<file path="src/rtl/jrc_pkg.sv">
package jrc_pkg;

  typedef enum logic [3:0] {
    TAP_TLR      = 4'd0,
    TAP_IDLE     = 4'd1,
    TAP_DR_SEL   = 4'd2,
    TAP_DR_CAP   = 4'd3,
    TAP_DR_SHIFT = 4'd4,
    TAP_DR_EX1   = 4'd5,
    TAP_DR_PAUSE = 4'd6,
    TAP_DR_EX2   = 4'd7,
    TAP_DR_UPD   = 4'd8,
    TAP_IR_SEL   = 4'd9,
    TAP_IR_CAP   = 4'd10,
    TAP_IR_SHIFT = 4'd11,
    TAP_IR_EX1   = 4'd12,
    TAP_IR_PAUSE = 4'd13,
    TAP_IR_EX2   = 4'd14,
    TAP_IR_UPD   = 4'd15
  } tap_state_e;

endpackage

</file>
<file path="src/rtl/jrc_sync.sv">
module jrc_sync #(
  parameter int W      = 4,
  parameter int STAGES = 2
) (
  input  logic         clk,
  input  logic         rst,
  input  logic [W-1:0] d,
  output logic [W-1:0] q
);
  logic [W-1:0] chain [STAGES];

  always_ff @(posedge clk) begin
    if (rst) begin
      for (int i = 0; i < STAGES; i++) chain[i] <= '0;
    end else begin
      chain[0] <= d;
      for (int i = 1; i < STAGES; i++) chain[i] <= chain[i-1];
    end
  end

  assign q = chain[STAGES-1];
endmodule

</file>
<file path="src/rtl/jrc_tap.sv">
module jrc_tap
  import jrc_pkg::*;
(
  input  logic       clk,
  input  logic       rst,
  input  logic       step,
  input  logic       tms,
  output tap_state_e state,
  output logic       shifting
);
  tap_state_e nxt;

  always_comb begin
    nxt = state;
    unique case (state)
      TAP_TLR:      nxt = tms ? TAP_TLR      : TAP_IDLE;
      TAP_IDLE:     nxt = tms ? TAP_DR_SEL   : TAP_IDLE;
      TAP_DR_SEL:   nxt = tms ? TAP_IR_SEL   : TAP_DR_CAP;
      TAP_DR_CAP:   nxt = tms ? TAP_DR_EX1   : TAP_DR_SHIFT;
      TAP_DR_SHIFT: nxt = tms ? TAP_DR_EX1   : TAP_DR_SHIFT;
      TAP_DR_EX1:   nxt = tms ? TAP_DR_UPD   : TAP_DR_PAUSE;
      TAP_DR_PAUSE: nxt = tms ? TAP_DR_EX2   : TAP_DR_PAUSE;
      TAP_DR_EX2:   nxt = tms ? TAP_DR_UPD   : TAP_DR_SHIFT;
      TAP_DR_UPD:   nxt = tms ? TAP_DR_SEL   : TAP_IDLE;
      TAP_IR_SEL:   nxt = tms ? TAP_TLR      : TAP_IR_CAP;
      TAP_IR_CAP:   nxt = tms ? TAP_IR_EX1   : TAP_IR_SHIFT;
      TAP_IR_SHIFT: nxt = tms ? TAP_IR_EX1   : TAP_IR_SHIFT;
      TAP_IR_EX1:   nxt = tms ? TAP_IR_UPD   : TAP_IR_PAUSE;
      TAP_IR_PAUSE: nxt = tms ? TAP_IR_EX2   : TAP_IR_PAUSE;
      TAP_IR_EX2:   nxt = tms ? TAP_IR_UPD   : TAP_IR_SHIFT;
      TAP_IR_UPD:   nxt = tms ? TAP_DR_SEL   : TAP_IDLE;
      default:      nxt = TAP_TLR;
    endcase
  end

  always_ff @(posedge clk) begin
    if (rst)       state <= TAP_TLR;
    else if (step) state <= nxt;
  end

  assign shifting = (state == TAP_DR_SHIFT) || (state == TAP_IR_SHIFT);

  // no returned clock edge, no movement
  a_r2_hold_without_edge: assert property (@(posedge clk) disable iff (rst)
    !step |=> $stable(state));
  // TMS high in Test-Logic-Reset keeps the model there
  a_r2_tlr_sticky: assert property (@(posedge clk) disable iff (rst)
    (state == TAP_TLR && step && tms) |=> state == TAP_TLR);
endmodule

</file>
<file path="src/rtl/jrc_bitram.sv">
module jrc_bitram #(
  parameter int DEPTH = 1024,
  localparam int AW   = $clog2(DEPTH)
) (
  input  logic          clk,
  input  logic          we,
  input  logic [AW-1:0] waddr,
  input  logic          wdata,
  input  logic [AW-1:0] raddr,
  output logic          rdata
);
  logic mem [DEPTH];

  always_ff @(posedge clk) begin
    if (we) mem[waddr] <= wdata;
    rdata <= mem[raddr];
  end
endmodule

</file>
<file path="src/rtl/jrc_fifo_pair.sv">
module jrc_fifo_pair #(
  parameter int DEPTH = 1024,
  localparam int AW   = $clog2(DEPTH),
  localparam int CW   = $clog2(DEPTH + 1)
) (
  input  logic clk,
  input  logic rst,
  input  logic swap,
  input  logic wr_en,
  input  logic wr_bit,
  input  logic rd_adv,
  output logic rd_bit,
  output logic ovf
);
  localparam logic [CW-1:0] FULL = CW'(DEPTH);

  logic          wsel;
  logic [CW-1:0] cnt [2];
  logic [CW-1:0] rd_ptr;
  logic          sel_q, valid_q;
  logic [1:0]    bank_q;

  always_ff @(posedge clk) begin
    if (rst) begin
      wsel   <= 1'b0;
      cnt[0] <= '0;
      cnt[1] <= '0;
      rd_ptr <= '0;
      ovf    <= 1'b0;
    end else if (swap) begin
      wsel       <= ~wsel;
      cnt[~wsel] <= '0;
      rd_ptr     <= '0;
      ovf        <= 1'b0;
    end else begin
      if (wr_en) begin
        if (cnt[wsel] == FULL) ovf <= 1'b1;
        else                   cnt[wsel] <= cnt[wsel] + 1'b1;
      end
      if (rd_adv && rd_ptr != FULL) rd_ptr <= rd_ptr + 1'b1;
    end
  end

  for (genvar b = 0; b < 2; b++) begin : g_bank
    logic bank_we;
    assign bank_we = wr_en && !swap && (wsel == 1'(b)) && (cnt[b] != FULL);
    jrc_bitram #(.DEPTH(DEPTH)) u_ram (
      .clk   (clk),
      .we    (bank_we),
      .waddr (cnt[b][AW-1:0]),
      .wdata (wr_bit),
      .raddr (rd_ptr[AW-1:0]),
      .rdata (bank_q[b])
    );
  end

  always_ff @(posedge clk) begin
    if (rst) begin
      sel_q   <= 1'b1;
      valid_q <= 1'b0;
      rd_bit  <= 1'b1;
    end else begin
      sel_q   <= ~wsel;
      valid_q <= rd_ptr < cnt[~wsel];
      rd_bit  <= valid_q ? bank_q[sel_q] : 1'b1;
    end
  end

  // the flag persists until a swap
  a_r8_ovf_sticky: assert property (@(posedge clk) disable iff (rst)
    (ovf && !swap) |=> ovf);
  // fill level never exceeds the depth
  a_r8_cnt_bound: assert property (@(posedge clk) disable iff (rst)
    cnt[wsel] <= FULL);
  // the FIFO taking captures after a swap starts empty
  a_r5_refill_empty: assert property (@(posedge clk) disable iff (rst)
    swap |=> cnt[wsel] == '0);
  // playback restarts at the first bit
  a_r4_rd_home: assert property (@(posedge clk) disable iff (rst)
    swap |=> rd_ptr == '0);
  // outside the stored range the output is 1
  a_r7_past_end_one: assert property (@(posedge clk) disable iff (rst)
    !valid_q |=> rd_bit);
endmodule

</file>
<file path="src/rtl/jtag_resp_capture.sv">
module jtag_resp_capture
  import jrc_pkg::*;
#(
  parameter int DEPTH       = 1024,
  parameter int SYNC_STAGES = 2
) (
  input  logic clk,
  input  logic rst,
  input  logic ret_tck,
  input  logic ret_tms,
  input  logic ret_tdo,
  input  logic pass_start,
  input  logic host_tck,
  output logic replay_tdo,
  output logic capture_ovf
);
  logic [3:0] s_in;
  logic       tck_q, htck_q;
  logic       tck_rise, htck_fall;
  tap_state_e tap_state;
  logic       shifting;

  jrc_sync #(.W(4), .STAGES(SYNC_STAGES)) u_sync (
    .clk (clk),
    .rst (rst),
    .d   ({host_tck, ret_tck, ret_tms, ret_tdo}),
    .q   (s_in)
  );

  always_ff @(posedge clk) begin
    if (rst) begin
      tck_q  <= 1'b0;
      htck_q <= 1'b1;
    end else begin
      tck_q  <= s_in[2];
      htck_q <= s_in[3];
    end
  end

  assign tck_rise  = s_in[2] & ~tck_q;
  assign htck_fall = ~s_in[3] & htck_q;

  jrc_tap u_tap (
    .clk      (clk),
    .rst      (rst),
    .step     (tck_rise),
    .tms      (s_in[1]),
    .state    (tap_state),
    .shifting (shifting)
  );

  jrc_fifo_pair #(.DEPTH(DEPTH)) u_fifos (
    .clk    (clk),
    .rst    (rst),
    .swap   (pass_start),
    .wr_en  (tck_rise & shifting),
    .wr_bit (s_in[0]),
    .rd_adv (htck_fall),
    .rd_bit (replay_tdo),
    .ovf    (capture_ovf)
  );

  // a stored bit always comes from a shift state
  a_r3_capture_in_shift: assert property (@(posedge clk) disable iff (rst)
    (tck_rise && !shifting) |=> !capture_ovf || $past(capture_ovf));
  // the TAP model leaves reset only on a returned edge
  a_r1_tlr_needs_edge: assert property (@(posedge clk) disable iff (rst)
    (tap_state == TAP_TLR && !tck_rise) |=> tap_state == TAP_TLR);
endmodule

</file>
<file path="config.mk">
export PLATFORM = sky130hd
export DESIGN_NAME = jtag_resp_capture
export DESIGN_NICKNAME = d
export VERILOG_FILES = /design/src/rtl/jrc_pkg.sv /design/src/rtl/jrc_sync.sv /design/src/rtl/jrc_tap.sv /design/src/rtl/jrc_bitram.sv /design/src/rtl/jrc_fifo_pair.sv /design/src/rtl/jtag_resp_capture.sv
export SDC_FILE = /design/constraint.sdc
export NUM_CORES = 2
export LEC_CHECK = 0
export BUFFER_PORTS_ARGS = -buffer_cell sky130_fd_sc_hd__buf_4
export CORE_MARGIN = 2
export CORE_UTILIZATION = 45
export CTS_CLUSTER_SIZE = 12
export DETAILED_ROUTE_END_ITERATION = 10
export HOLD_SLACK_MARGIN = 0.15
export PLACE_DENSITY = 0.69
export SYNTH_ARGS = -nofsm -noshare
export SYNTH_HDL_FRONTEND = slang
export SYNTH_SLANG_ARGS = --single-unit
</file>
<file path="constraint.sdc">
create_clock -name clk -period 47.6 [get_ports clk]
set_clock_uncertainty 0.1 [all_clocks]
set_input_delay 0 -clock clk [delete_from_list [all_inputs] [get_ports clk]]
set_output_delay 0 -clock clk [all_outputs]
set_load 0.03 [all_outputs]
</file>
==> flow_summary.yaml <==
die:
  die_area_um2: 204000
  floorplan.core_area_um2: 199000
  dieHeight_um: 452
  design.portCount: 9
  die_w_um: 452
  std_cell_rows: 164
  initial_utilization_pct: 45.2
logic_synthesis:
  synth_enable_flop_cells: 2070
  async_flop_share_pct: 0
  synth_area_um2: 90200
  syn_nets: 6142
  most_common_flop_cell_mapped_by_yosys: "sky130_fd_sc_hd__edfxtp_1"
  yosys_warnings: 0
  synth_area_per_cell_um2: 14.7
  synth_top_family_by_area: "multiplexers"
  synth-seq-cells: 2103
  synth-seq-area-share_pct: 69.7
  post_synth_inst_count: 6121
  yosysUniqueCellTypes: 59
  synth-compound-area-share_pct: 3.17
  synth_adder_area_share_pct: 0.194
  muxShareOfSynthArea_pct: 13.3
  synth_xor_area_share_pct: 0.175
  fraction_of_the_mapped_netlist_area_in_simple_logic_gates_pct: 10.5
power_and_ir_drop:
  pwr_density_cell_nw_per_um2: 36.7
  internal_power_w: 0.00287
  switchingPower_w: 0.000723
  p_clk_share_pct: 40.4
  power.share.switching_pct: 20.2
  power.share.combinational_pct: 3.0
  total_power_w: 0.00359
  ir_worst_vdd_uv: 41.1
  power.share.sequential_pct: 56.7
  total_leakage_power_nw: 28.1
finish:
  final_cell_area_um2: 97900
  fin_util_pct: 49.1
  finish.net_count: 5880
  synthToLayoutAreaGrowth_pct: 8.61
  final_layout_size_suffix_gt1_share_pct: 16.1
  final_cell_count_no_fill: 8615
setup_path:
  startpoint_type: "register"
  crit_slowest_cell: "sky130_fd_sc_hd__dfxtp_4"
  cp_data_required_time_ps: 48190
  critical-path-top-delay-family: "buffers and inverters"
  path_cells: "buf_4, buf_12, buf_4, mux4_2, a22o_1, a221oi_1, o22ai_1, nor3_1, o22ai_1, or2_2, mux2i_1, a221oi_1"
  critPathArrivalTime_ps: 6510
  critical_path_class: "register to register"
  cp.buffers_inverters: 3
  critPathMaxFanout: 133
  critical_path.max_stage_delay_ps: 990
  end_kind: "register"
timing:
  min_period_over_period_pct: 12.4
  setup_total_negative_slack_ps: 0
  final.min_clock_period_ps: 5920
  rsz0062_at_grt: "no"
  maxSlewViolCount: 0
  worst-slew-pin-transition_ps: 1420
  setup_viol_count_final: 0
  slew-limit-headroom_pct: 4.42
  clock.fmax_mhz: 169
  timing_hold_violations_final: 0
clock_network:
  cts_resized: 0
  cts.clk_slew.worst_paths_ps: 60
  hold_buffers: 17
  post-cts-setup-buffer-count: 0
  ctsRootBufferMaster: "sky130_fd_sc_hd__clkbuf_16"
  cts-buffers-inserted: 200
  tritoncts_clock_tree: "done"
  worst_skew_pair.late_latency_ps: 840
  htreeDepth: 4
  ctsLongestPathBuffers: 3
  clock-sinks: 2103
grt:
  grt_start_max_net_pins: 297
  gr_usage_total_pct: 22.0
  antenna_found_initial: 7
  globalRouteOverflowTotal: 0
  via_count_of_the_first_global_routing_pass: 52057
  grt_first_pass_wirelength_mm: 334
routing:
  drtIter0Drc: 7832
  number_of_detailed_routing_iterations_run_before_antenna_repair: 6
  total_via_count_after_detailed_routing: 52593
  drcViolationCount: 0
  route.antenna.remaining_nets: 0
  detail_route.vias_per_cell: 6.10
  post_drt_wl_per_cell_um: 26.3
  wirelength_mm: 227
outcome:
  run_status: "completed"
place:
  hpwlAfterDp_mm: 112
  gp_congestion: 0.806
  post_dp_cell_area_um2: 92100
  placed_cells: 8296
  port-buffer-count: 8
run:
  max-cap-violations: 0
hold_path:
  timing.hold.worst.class: "input pin to register"
area by class of cell:
class	count	area, um^2
fillers	16727	102000
multi-input cells	3395	24800
clock inverters	25	180
clock buffers	275	5470
diodes	2	5.00
flip-flops and latches	2103	62800
repair buffers	145	1230
inverters	14	52.6
well taps	2656	3320
registers in the layout (all words and copies together) (netlist names), 2 cells and up, named ones only:
name,cells
u_fifos.g_bank.u_ram.mem,2048
u_fifos.cnt,22
u_fifos.rd_ptr,11
u_sync.chain,8
u_tap.state,4
u_fifos.g_bank.u_ram.rdata,2
per-layer routing:
layer  GRT usage [%]  vias to the layer above  share of wire [%]
met5               0                        -                  0
met4            7.80                        0                3.5
met3            3.55                      473                 10
met2            36.5                     2778                 49
met1            29.5                    27362                 37
li1                -                    21980                  -
placed cells by master, fill, tap and decap left out, drive strengths merged, types with 8 or more instances in the layout:
| cell type | synthesis | final |
|---|---|---|
| a21oi | 72 | 72 |
| a221oi | 63 | 63 |
| a22o | 61 | 61 |
| a22oi | 112 | 112 |
| a31oi | 8 | 8 |
| and3b | 8 | 8 |
| buf | 118 | 128 |
| clkbuf | 491 | 275 |
| clkinv | 0 | 18 |
| dfxtp | 33 | 33 |
| dlygate4sd3 | 0 | 17 |
| edfxtp | 2070 | 2070 |
| ha | 14 | 14 |
| inv | 14 | 20 |
| mux2i | 27 | 27 |
| mux4 | 519 | 519 |
| nand2 | 157 | 157 |
| nand2b | 12 | 12 |
| nand3 | 10 | 10 |
| nor2 | 2116 | 2116 |
| nor2b | 19 | 19 |
| nor3 | 49 | 49 |
| nor3b | 17 | 17 |
| o21ai | 13 | 13 |
| o22ai | 44 | 44 |
| xnor2 | 8 | 8 |
| xor2 | 10 | 10 |
worst min-delay path: cells and delay by family:
family | cells | cell delay (ps)
buffers and inverters | 2 | 720
AND/OR/NAND/NOR | 2 | 400
synthesized netlist by cell type (all sizes together), types with 2 or more instances:
cell type | count | area, um^2
a21o | 2 | 15.0
a21oi | 72 | 360
a221oi | 63 | 571
a22o | 61 | 534
a22oi | 112 | 841
a311oi | 2 | 17.5
a31oi | 8 | 50.1
and2 | 4 | 25.0
and3 | 7 | 43.8
and3b | 8 | 70.1
buf | 118 | 811
clkbuf | 491 | 1840
dfxtp | 33 | 661
edfxtp | 2070 | 62200
ha | 14 | 175
inv | 14 | 52.6
mux2i | 27 | 270
mux4 | 519 | 11700
nand2 | 157 | 589
nand2b | 12 | 75.1
nand3 | 10 | 50.1
nand3b | 3 | 22.5
nand4 | 2 | 12.5
nor2 | 2116 | 7940
nor2b | 19 | 119
nor3 | 49 | 250
nor3b | 17 | 138
nor4 | 5 | 31.3
o211ai | 3 | 22.5
o21a | 2 | 15.0
o21ai | 13 | 65.1
o22ai | 44 | 275
or2 | 7 | 43.8
or3 | 5 | 31.3
or4 | 2 | 15.0
xnor2 | 8 | 70.1
xor2 | 10 | 87.6
power by group through the flow:
stage	Combinational [W]	Sequential, W	Clock [W]
after CTS	0.000108	0.00203	0.00147
after global placement	0.000104	0.00207	0
final	0.000107	0.00203	0.00145
after detailed placement	0.000107	0.00207	0
after floorplan	0.0000790	0.00212	0
after global routing	0.000116	0.00203	0.00153
kinds of logic (layout without fill, tap and decap cells):
group | count (synthesis) | count (layout)
buffers and inverters | 623 | 459
xor gates and xnor gates | 18 | 18
and+or+nand+nor | 2424 | 2424
other | 0 | 2
muxes | 547 | 547
adders and majority gates | 14 | 14
DFF | 2103 | 2103
AOI/OAI and AO/OA | 392 | 392
through the flow:
| stage | setup WS [ps] | hold slack [ps] |
|---|---|---|
| floorplan | 16870 | 28.2 |
| global placement | 41680 | 111 |
| detailed placement | 41680 | 116 |
| finish | 41680 | 219 |
| global route | 41340 | 225 |
| CTS | 41630 | 155 |
final timing paths:
kind / startpoint / endpoint / slack, ps / cells after the start
max: u_fifos.rd_ptr[1] / u_fifos.g_bank[0].u_ram.rdata / 41680 / 12
min: rst / u_fifos.rd_ptr[0] / 220 / 4
max reg2reg: u_fifos.rd_ptr[1] / u_fifos.g_bank[0].u_ram.rdata / 41680 / 12
min reg2reg: u_sync.chain[0][0] / u_sync.chain[0][4] / 330 / 1
Power figures use the tool's default switching activity.
